File: src/rtl/dma_pkg.sv
`timescale 1ns/1ps
package dma_pkg;
    typedef enum logic [1:0] {
        ST_IDLE  = 2'd0,
        ST_FETCH = 2'd1,
        ST_DRAIN = 2'd2
    } dma_state_t;

    localparam logic [1:0] REG_BASE = 2'd0;
    localparam logic [1:0] REG_LEN  = 2'd1;
    localparam logic [1:0] REG_CTRL = 2'd2;
    localparam logic [1:0] REG_STAT = 2'd3;
endpackage

File: src/rtl/dma_cfg.sv
`timescale 1ns/1ps
module dma_cfg
    import dma_pkg::*;
#(
    parameter int unsigned AW         = 16,
    parameter int unsigned LW         = 12,
    parameter bit          USE_FIXED  = 1'b0,
    parameter int unsigned FIXED_ADDR = 0,
    parameter int unsigned FIXED_LEN  = 0
) (
    input  logic          clk,
    input  logic          rst_n,
    input  logic          wr_en,
    input  logic [1:0]    addr,
    input  logic [31:0]   wdata,
    output logic [31:0]   rdata,
    input  logic          busy,
    input  logic          done,
    output logic [AW-1:0] base_addr,
    output logic [LW-1:0] blk_len,
    output logic          start_pulse
);
    logic [AW-1:0] base_q;
    logic [LW-1:0] len_q;
    logic          start_q;
    logic          auto_go;
    logic          wdata_unused;

    assign wdata_unused = ^wdata;

    generate
        if (USE_FIXED) begin : g_auto
            logic fired_q;
            always_ff @(posedge clk) begin
                if (!rst_n) fired_q <= 1'b0;
                else        fired_q <= 1'b1;
            end
            assign auto_go = !fired_q && rst_n;
        end else begin : g_manual
            assign auto_go = 1'b0;
        end
    endgenerate

    always_ff @(posedge clk) begin
        if (!rst_n) begin
            base_q  <= USE_FIXED ? AW'(FIXED_ADDR) : '0;
            len_q   <= USE_FIXED ? LW'(FIXED_LEN)  : '0;
            start_q <= 1'b0;
        end else begin
            start_q <= auto_go || (wr_en && addr == REG_CTRL && wdata[0]);
            if (wr_en && addr == REG_BASE) base_q <= wdata[AW-1:0];
            if (wr_en && addr == REG_LEN)  len_q  <= wdata[LW-1:0];
        end
    end

    always_comb begin
        unique case (addr)
            REG_BASE: rdata = 32'(base_q);
            REG_LEN:  rdata = 32'(len_q);
            REG_CTRL: rdata = 32'd0;
            REG_STAT: rdata = {30'd0, done, busy};
            default:  rdata = 32'd0;
        endcase
    end

    assign base_addr   = base_q;
    assign blk_len     = len_q;
    assign start_pulse = start_q;
endmodule

File: src/rtl/dma_fifo.sv
`timescale 1ns/1ps
module dma_fifo #(
    parameter int unsigned DW    = 32,
    parameter int unsigned DEPTH = 4,
    parameter int unsigned CW    = 3
) (
    input  logic          clk,
    input  logic          rst_n,
    input  logic          push,
    input  logic [DW-1:0] push_data,
    input  logic          push_last,
    output logic [DW-1:0] st_data,
    output logic          st_last,
    output logic          st_valid,
    input  logic          st_ready,
    output logic [CW-1:0] count
);
    localparam int unsigned PW = (DEPTH > 1) ? $clog2(DEPTH) : 1;

    logic [DW:0]   store [DEPTH];
    logic [PW-1:0] wp_q, rp_q;
    logic [CW-1:0] cnt_q;
    logic          pop;

    assign pop = st_valid && st_ready;

    always_ff @(posedge clk) begin
        if (push) store[wp_q] <= {push_last, push_data};
    end

    always_ff @(posedge clk) begin
        if (!rst_n) begin
            wp_q  <= '0;
            rp_q  <= '0;
            cnt_q <= '0;
        end else begin
            if (push) wp_q <= (wp_q == PW'(DEPTH - 1)) ? '0 : wp_q + 1'b1;
            if (pop)  rp_q <= (rp_q == PW'(DEPTH - 1)) ? '0 : rp_q + 1'b1;
            unique case ({push, pop})
                2'b10:   cnt_q <= cnt_q + 1'b1;
                2'b01:   cnt_q <= cnt_q - 1'b1;
                default: cnt_q <= cnt_q;
            endcase
        end
    end

    assign st_valid            = (cnt_q != '0);
    assign {st_last, st_data}  = store[rp_q];
    assign count               = cnt_q;

    AST_NO_OVERFLOW: assert property (@(posedge clk) disable iff (!rst_n)
        push |-> (32'(cnt_q) < DEPTH));

    AST_STREAM_HOLD: assert property (@(posedge clk) disable iff (!rst_n)
        (st_valid && !st_ready) |=> (st_valid && $stable(st_data) && $stable(st_last)));
endmodule

File: src/rtl/dma_ctrl.sv
`timescale 1ns/1ps
module dma_ctrl
    import dma_pkg::*;
#(
    parameter int unsigned AW    = 16,
    parameter int unsigned LW    = 12,
    parameter int unsigned DEPTH = 4,
    parameter int unsigned CW    = 3
) (
    input  logic          clk,
    input  logic          rst_n,
    input  logic          start,
    input  logic [AW-1:0] base_addr,
    input  logic [LW-1:0] blk_len,
    output logic [AW-1:0] mem_addr,
    output logic          mem_read,
    input  logic          mem_waitreq,
    input  logic          mem_rvalid,
    input  logic [CW-1:0] fifo_count,
    input  logic          pop_last,
    output logic          push,
    output logic          push_last,
    output logic          busy,
    output logic          done
);
    dma_state_t    state_q, state_d;
    logic [AW-1:0] addr_q;
    logic [LW-1:0] issue_q;
    logic [LW-1:0] rx_q;
    logic [CW-1:0] infl_q;
    logic          done_q;
    logic          accept;
    logic          launch;
    logic          room;

    assign accept = mem_read && !mem_waitreq;
    assign launch = start && (state_q == ST_IDLE);
    assign room   = ({1'b0, fifo_count} + {1'b0, infl_q}) < (CW+1)'(DEPTH);

    always_ff @(posedge clk) begin
        if (!rst_n) state_q <= ST_IDLE;
        else        state_q <= state_d;
    end

    always_comb begin
        state_d  = state_q;
        mem_read = 1'b0;
        unique case (state_q)
            ST_IDLE: begin
                if (start && blk_len != '0) state_d = ST_FETCH;
            end
            ST_FETCH: begin
                mem_read = room;
                if (room && !mem_waitreq && issue_q == LW'(1)) state_d = ST_DRAIN;
            end
            ST_DRAIN: begin
                if (pop_last) state_d = ST_IDLE;
            end
            default: state_d = ST_IDLE;
        endcase
    end

    always_ff @(posedge clk) begin
        if (!rst_n) begin
            addr_q  <= '0;
            issue_q <= '0;
            rx_q    <= '0;
            infl_q  <= '0;
            done_q  <= 1'b0;
        end else if (launch) begin
            addr_q  <= base_addr;
            issue_q <= blk_len;
            rx_q    <= blk_len;
            infl_q  <= '0;
            done_q  <= (blk_len == '0);
        end else begin
            if (accept) begin
                addr_q  <= addr_q + 1'b1;
                issue_q <= issue_q - 1'b1;
            end
            if (push) rx_q <= rx_q - 1'b1;
            unique case ({accept, mem_rvalid})
                2'b10:   infl_q <= infl_q + 1'b1;
                2'b01:   infl_q <= infl_q - 1'b1;
                default: infl_q <= infl_q;
            endcase
            if (pop_last && state_q == ST_DRAIN) done_q <= 1'b1;
        end
    end

    assign mem_addr  = addr_q;
    assign push      = mem_rvalid && (rx_q != '0);
    assign push_last = (rx_q == LW'(1));
    assign busy      = (state_q != ST_IDLE);
    assign done      = done_q;

    AST_READ_HOLD: assert property (@(posedge clk) disable iff (!rst_n)
        (mem_read && mem_waitreq) |=> (mem_read && $stable(mem_addr)));

    AST_ADDR_STEP: assert property (@(posedge clk) disable iff (!rst_n)
        (accept && issue_q != LW'(1)) |=> (mem_addr == $past(mem_addr) + 1'b1));

    AST_DONE_EXCL: assert property (@(posedge clk) disable iff (!rst_n)
        done |-> !busy);

    AST_ZERO_LEN: assert property (@(posedge clk) disable iff (!rst_n)
        (launch && blk_len == '0) |=> (done && !busy && !mem_read));
endmodule

File: src/rtl/mem_stream_dma.sv
`timescale 1ns/1ps
module mem_stream_dma #(
    parameter int unsigned AW         = 16,
    parameter int unsigned DW         = 32,
    parameter int unsigned LW         = 12,
    parameter int unsigned FIFO_DEPTH = 4,
    parameter bit          USE_FIXED  = 1'b0,
    parameter int unsigned FIXED_ADDR = 0,
    parameter int unsigned FIXED_LEN  = 0
) (
    input  logic          clk,
    input  logic          rst_n,
    input  logic          cfg_write,
    input  logic [1:0]    cfg_addr,
    input  logic [31:0]   cfg_wdata,
    output logic [31:0]   cfg_rdata,
    output logic [AW-1:0] mem_addr,
    output logic          mem_read,
    input  logic          mem_waitreq,
    input  logic [DW-1:0] mem_rdata,
    input  logic          mem_rvalid,
    output logic [DW-1:0] st_data,
    output logic          st_valid,
    output logic          st_last,
    input  logic          st_ready,
    output logic          busy,
    output logic          done
);
    localparam int unsigned CW = $clog2(FIFO_DEPTH + 1);

    logic [AW-1:0] base_addr;
    logic [LW-1:0] blk_len;
    logic          start_pulse;
    logic [CW-1:0] fifo_count;
    logic          push, push_last;
    logic          pop_last;

    assign pop_last = st_valid && st_ready && st_last;

    dma_cfg #(
        .AW(AW), .LW(LW), .USE_FIXED(USE_FIXED),
        .FIXED_ADDR(FIXED_ADDR), .FIXED_LEN(FIXED_LEN)
    ) u_cfg (
        .clk(clk), .rst_n(rst_n),
        .wr_en(cfg_write), .addr(cfg_addr), .wdata(cfg_wdata), .rdata(cfg_rdata),
        .busy(busy), .done(done),
        .base_addr(base_addr), .blk_len(blk_len), .start_pulse(start_pulse)
    );

    dma_ctrl #(
        .AW(AW), .LW(LW), .DEPTH(FIFO_DEPTH), .CW(CW)
    ) u_ctrl (
        .clk(clk), .rst_n(rst_n),
        .start(start_pulse), .base_addr(base_addr), .blk_len(blk_len),
        .mem_addr(mem_addr), .mem_read(mem_read), .mem_waitreq(mem_waitreq),
        .mem_rvalid(mem_rvalid), .fifo_count(fifo_count), .pop_last(pop_last),
        .push(push), .push_last(push_last), .busy(busy), .done(done)
    );

    dma_fifo #(
        .DW(DW), .DEPTH(FIFO_DEPTH), .CW(CW)
    ) u_fifo (
        .clk(clk), .rst_n(rst_n),
        .push(push), .push_data(mem_rdata), .push_last(push_last),
        .st_data(st_data), .st_last(st_last), .st_valid(st_valid),
        .st_ready(st_ready), .count(fifo_count)
    );
endmodule

File: config.mk
export PLATFORM = sky130hd
export DESIGN_NAME = mem_stream_dma
export DESIGN_NICKNAME = d
export VERILOG_FILES = /design/src/rtl/dma_pkg.sv /design/src/rtl/dma_cfg.sv /design/src/rtl/dma_fifo.sv /design/src/rtl/dma_ctrl.sv /design/src/rtl/mem_stream_dma.sv
export SDC_FILE = /design/constraint.sdc
export NUM_CORES = 1
export LEC_CHECK = 0
export ABC_AREA = 1
export CORE_MARGIN = 3
export CORE_UTILIZATION = 40
export CTS_BUF_LIST = sky130_fd_sc_hd__clkbuf_8
export CTS_CLUSTER_DIAMETER = 50
export DETAILED_ROUTE_END_ITERATION = 6
export DONT_BUFFER_PORTS = 1
export GPL_TIMING_DRIVEN = 0
export PLACE_DENSITY = 0.65
export RECOVER_POWER = 25
export SLEW_MARGIN = 30
export SYNTH_ARGS = -nofsm -noshare
export SYNTH_HDL_FRONTEND = slang
export SYNTH_SLANG_ARGS = --single-unit
File: constraint.sdc
create_clock -name clk -period 8.2 [get_ports clk]
set_clock_uncertainty 0.2 [all_clocks]
set_input_delay 1.64 -clock clk [delete_from_list [all_inputs] [get_ports clk]]
set_output_delay 1.64 -clock clk [all_outputs]
set_load 0.02 [all_outputs]
==> results summary <==
The run finished with clean final reports. Entering global routing, the biggest net connects 22 pins. The proportion of netlist area held by the largest area contributor came out at 0.407. In this run the worst setup path begins at cfg_addr[0]. The DRC violations left came out at 0. The number of failing hold endpoints at the final stage is 0. In this run the worst setup path terminates at cfg_rdata[3].

The hold-fix buffer count after cts came out at 0. The die span in y came out at 162 µm. The tool flagged a number of max-cap violations equal to 0.

The post-synthesis to final-layout area growth is 14.5%. The clock reaches the later pin of the worst-skew pair after 0.55 ns. The proportion of layout cells with a drive suffix above 1 came out at 0.101. In this run the mean area of a mapped cell was 9.09 µm². The first TritonRoute pass finished after 5 iterations.

The number of gates resized after CTS was 0. The die covers 0.0263 mm². The critical path in this run is classified as primary input to output pin.

The relative max-transition margin is 0.446. The floorplan row count is 56. At the end of routability-driven placement, the weighted congestion stood at 0.893. STA classifies the critical path endpoint as an output pin. The buffer count from post-CTS setup fixing came out at 0. The total global-route track usage is 0.182. The final cycle utilization of the critical path came out at 0.564. For this run, the number of Yosys warnings is 0. The via count of the first global-routing pass came to between 7000 and 8000.

For this run, the register share of the synthesized area comes to 0.579. The root buffer cell chosen for the clock tree is clkbuf_8. The largest area contributor in the netlist is edfxtp_1.

The achievable frequency came out at about 0.22 GHz. The horizontal die dimension is 162 µm. The post-route minimum period came out at 4.63 ns. The wire-length estimate of the detail-placed layout is 16.9 mm. The fraction of synthesis flops using an asynchronous set or reset pin came out at 0. The via count normalized by instance count came out at 5.07. The global-route wire length before repair came out at 38.1 mm. In this run the worst hold path is classified as register to register. The longest clock path from root to sink contains 3 buffers. After detailed routing, the average wire length per cell comes to 16.5 µm.

For this run, the leading register cell type out of synthesis is edfxtp_1. The sequential cells in the finished layout cover a total of 0.00565 mm². The H-tree depth came out at 2. OpenSTA, run right after detailed placement, puts the worst setup slack at between 3 and 4 ns.

The startpoint type of the worst setup path is a primary input. Leaving out fill and tap cells, the most frequent cells in the layout are 196 x nand2_1, 161 x nor2_1, 132 x edfxtp_1. The commonest non-fill, non-tap cell in the layout is nand2_1. The total via count after detailed routing came out at 7507. The register-to-register setup slack came out at 5.46 ns. The CTS sink count is 216.

The number of buffers created by CTS is 38. The core region is 0.0237 mm². The startpoint identified for the worst register-to-register timing path is u_ctrl.rx_q[0]. The number of nets in the layout is approximately 1200. The count of placed standard cells in the final layout, fillers left out came out at between 1000 and 1500. The TritonCTS clock tree is done. The number of instances in the placed design is 1412.

The final global-route overflow total is 0. The post-synthesis instance total is 1072. The final sum of negative setup slack is 0 ns.

For this block, the initial DRC count from the detailed router was approximately 530. Of all nets on the critical path, the largest fanout is 10. The max-slew violation count is 0.

The final worst slack came out at 3.57 ns. Setup repair after global routing left no endpoint under its margin. The number of antenna diodes in the final layout is 0. The arrival time of data at the critical path endpoint came out at 2.79 ns. The static leakage came out at 0.00432 µW.

In this run the critical register-to-register path is captured at u_fifo.count[2]. Dividing total power by cell area gives a power density of about 310 mW/mm². The count of unique library cells instantiated by Yosys came out at 39. The initial antenna violation count is 0. The area taken by multi-input logic gates came out at 0.00346 mm². The synthesized flop and latch total is around 220. The critical path required time came out at 6.36 ns. The effective utilization at floorplan is 0.411. The number of antenna-violating nets in the routed design is 0.

Counting flops with a built-in enable in the synthesized netlist gives between 100 and 150. In this run the cell area of the synthesized design comes to 0.00974 mm². The final wirelength came out at between 20 and 25 mm. The number of inserted filler cells in the final layout is 2291. Buffers placed on the I/O ports in this run total 0. The depth of the most critical reg-to-reg path came out at 14. The boundary pin count is between 150 and 200. In the post-synthesis netlist, the biggest area contributors are edfxtp_1 41%, dfxtp_1 17%, nand2_1 7.6%.

The worst-margin pin slew came out at 0.822 ns. The power consumption came out at 3500 µW. The largest voltage drop on the vdd net came out at 0.205 mV. The clock input transition at the sequential cells of the worst setup and hold paths is 0.06 ns. Setup violations remaining at the end of the flow were counted as 0.
==> how the worst min path moves through the flow <==
| stage | from | to | slack, ns | cells past startpoint |
|---|---|---|---|---|
| 6_report | u_cfg.base_addr[12] | u_cfg.base_addr[12] | 0.27 | 2 |
| 5_1_grt | u_cfg.base_addr[13] | u_cfg.base_addr[13] | 0.31 | 2 |
| 4_1_cts | u_cfg.base_addr[12] | u_cfg.base_addr[12] | 0.28 | 2 |
| 3_5_place_dp | u_cfg.base_addr[12] | u_cfg.base_addr[12] | 0.27 | 2 |
| 3_3_place_gp | u_cfg.base_addr[12] | u_cfg.base_addr[12] | 0.26 | 2 |
| 2_1_floorplan | u_fifo.count[0] | u_fifo.count[0] | 0.24 | 1 |
==> synthesized netlist by cell type, types with 8 or more instances <==
library cell and n:
a21oi_1 57, buf_2 8, buf_4 18, clkbuf_1 28, dfxtp_1 84, edfxtp_1 132, ha_1 14, inv_1 91
nand2_1 196, nand3_1 55, nand4_1 8, nor2_1 165, o21ai_0 118, o22ai_1 34, xor2_1 11
==> where the power goes <==
part           internal, µW  leakage [µW]  switching, µW
Combinational           302       0.00201            758
Clock                   534      0.000422            458
Sequential             1370       0.00189           76.6
==> area by class of cell <==
type / count / area share
Buffer: 60 / 0.0309
Clock buffer: 44 / 0.0543
Clock inverter: 26 / 0.0148
Inverter: 98 / 0.0339
Multi-Input combinational cell: 713 / 0.311
Sequential cell: 216 / 0.506
Tap cell: 319 / 0.0358
Timing Repair Buffer: 6 / 0.0137
==> layer usage <==
metal / up-vias / track usage / wire (µm)
met1: 3468 / 0.228 / 10100
met5: - / 0 / 0
met3: 50 / 0.0602 / 2390
met2: 290 / 0.303 / 11300
met4: 0 / 0.0531 / 559
li1: 3699 / - / -
==> metrics by stage <==
| step | cell area, µm² | hold WS (ns) | util |
|---|---|---|---|
| after global routing | 11200 | 0.307 | 0.471 |
| final | 11200 | 0.272 | 0.471 |
| after floorplan | 9800 | 0.244 | - |
| after detailed placement | 10400 | 0.266 | 0.438 |
| after global placement | 10200 | 0.258 | 0.431 |
| after CTS | 11200 | 0.275 | 0.471 |
==> critical path, stage by stage <==
cell and delay [ns]:
inv_1 0.03, nor2_1 0.11, inv_1 0.07, clkbuf_1 0.22, o21ai_0 0.71
==> flip-flops by register name, summed over array words and instances, names as in the netlist, 3 cells and up, named ones only <==
| name | cells |
|---|---|
| u_ctrl.rx_q | 12 |
| u_ctrl.infl_q | 3 |
| u_fifo.store | 132 |
| u_cfg.base_addr | 16 |
| u_fifo.count | 3 |
| u_cfg.blk_len | 12 |
| u_ctrl.issue_q | 12 |
| u_ctrl.mem_addr | 16 |
==> cells by family after synthesis <==
| group | count (synthesis) | share of synthesized area |
|---|---|---|
| flip-flops | 216 | 0.579 |
| adder cells (fa/ha/maj) | 16 | 0.0221 |
| AO/OA/AOI/OAI | 222 | 0.121 |
| XOR/XNOR | 17 | 0.0153 |
| AND/OR/NAND/NOR | 442 | 0.188 |
| other | 1 | 0.000385 |
| buffers and inverters | 158 | 0.0741 |
Power figures use the tool's default switching activity.
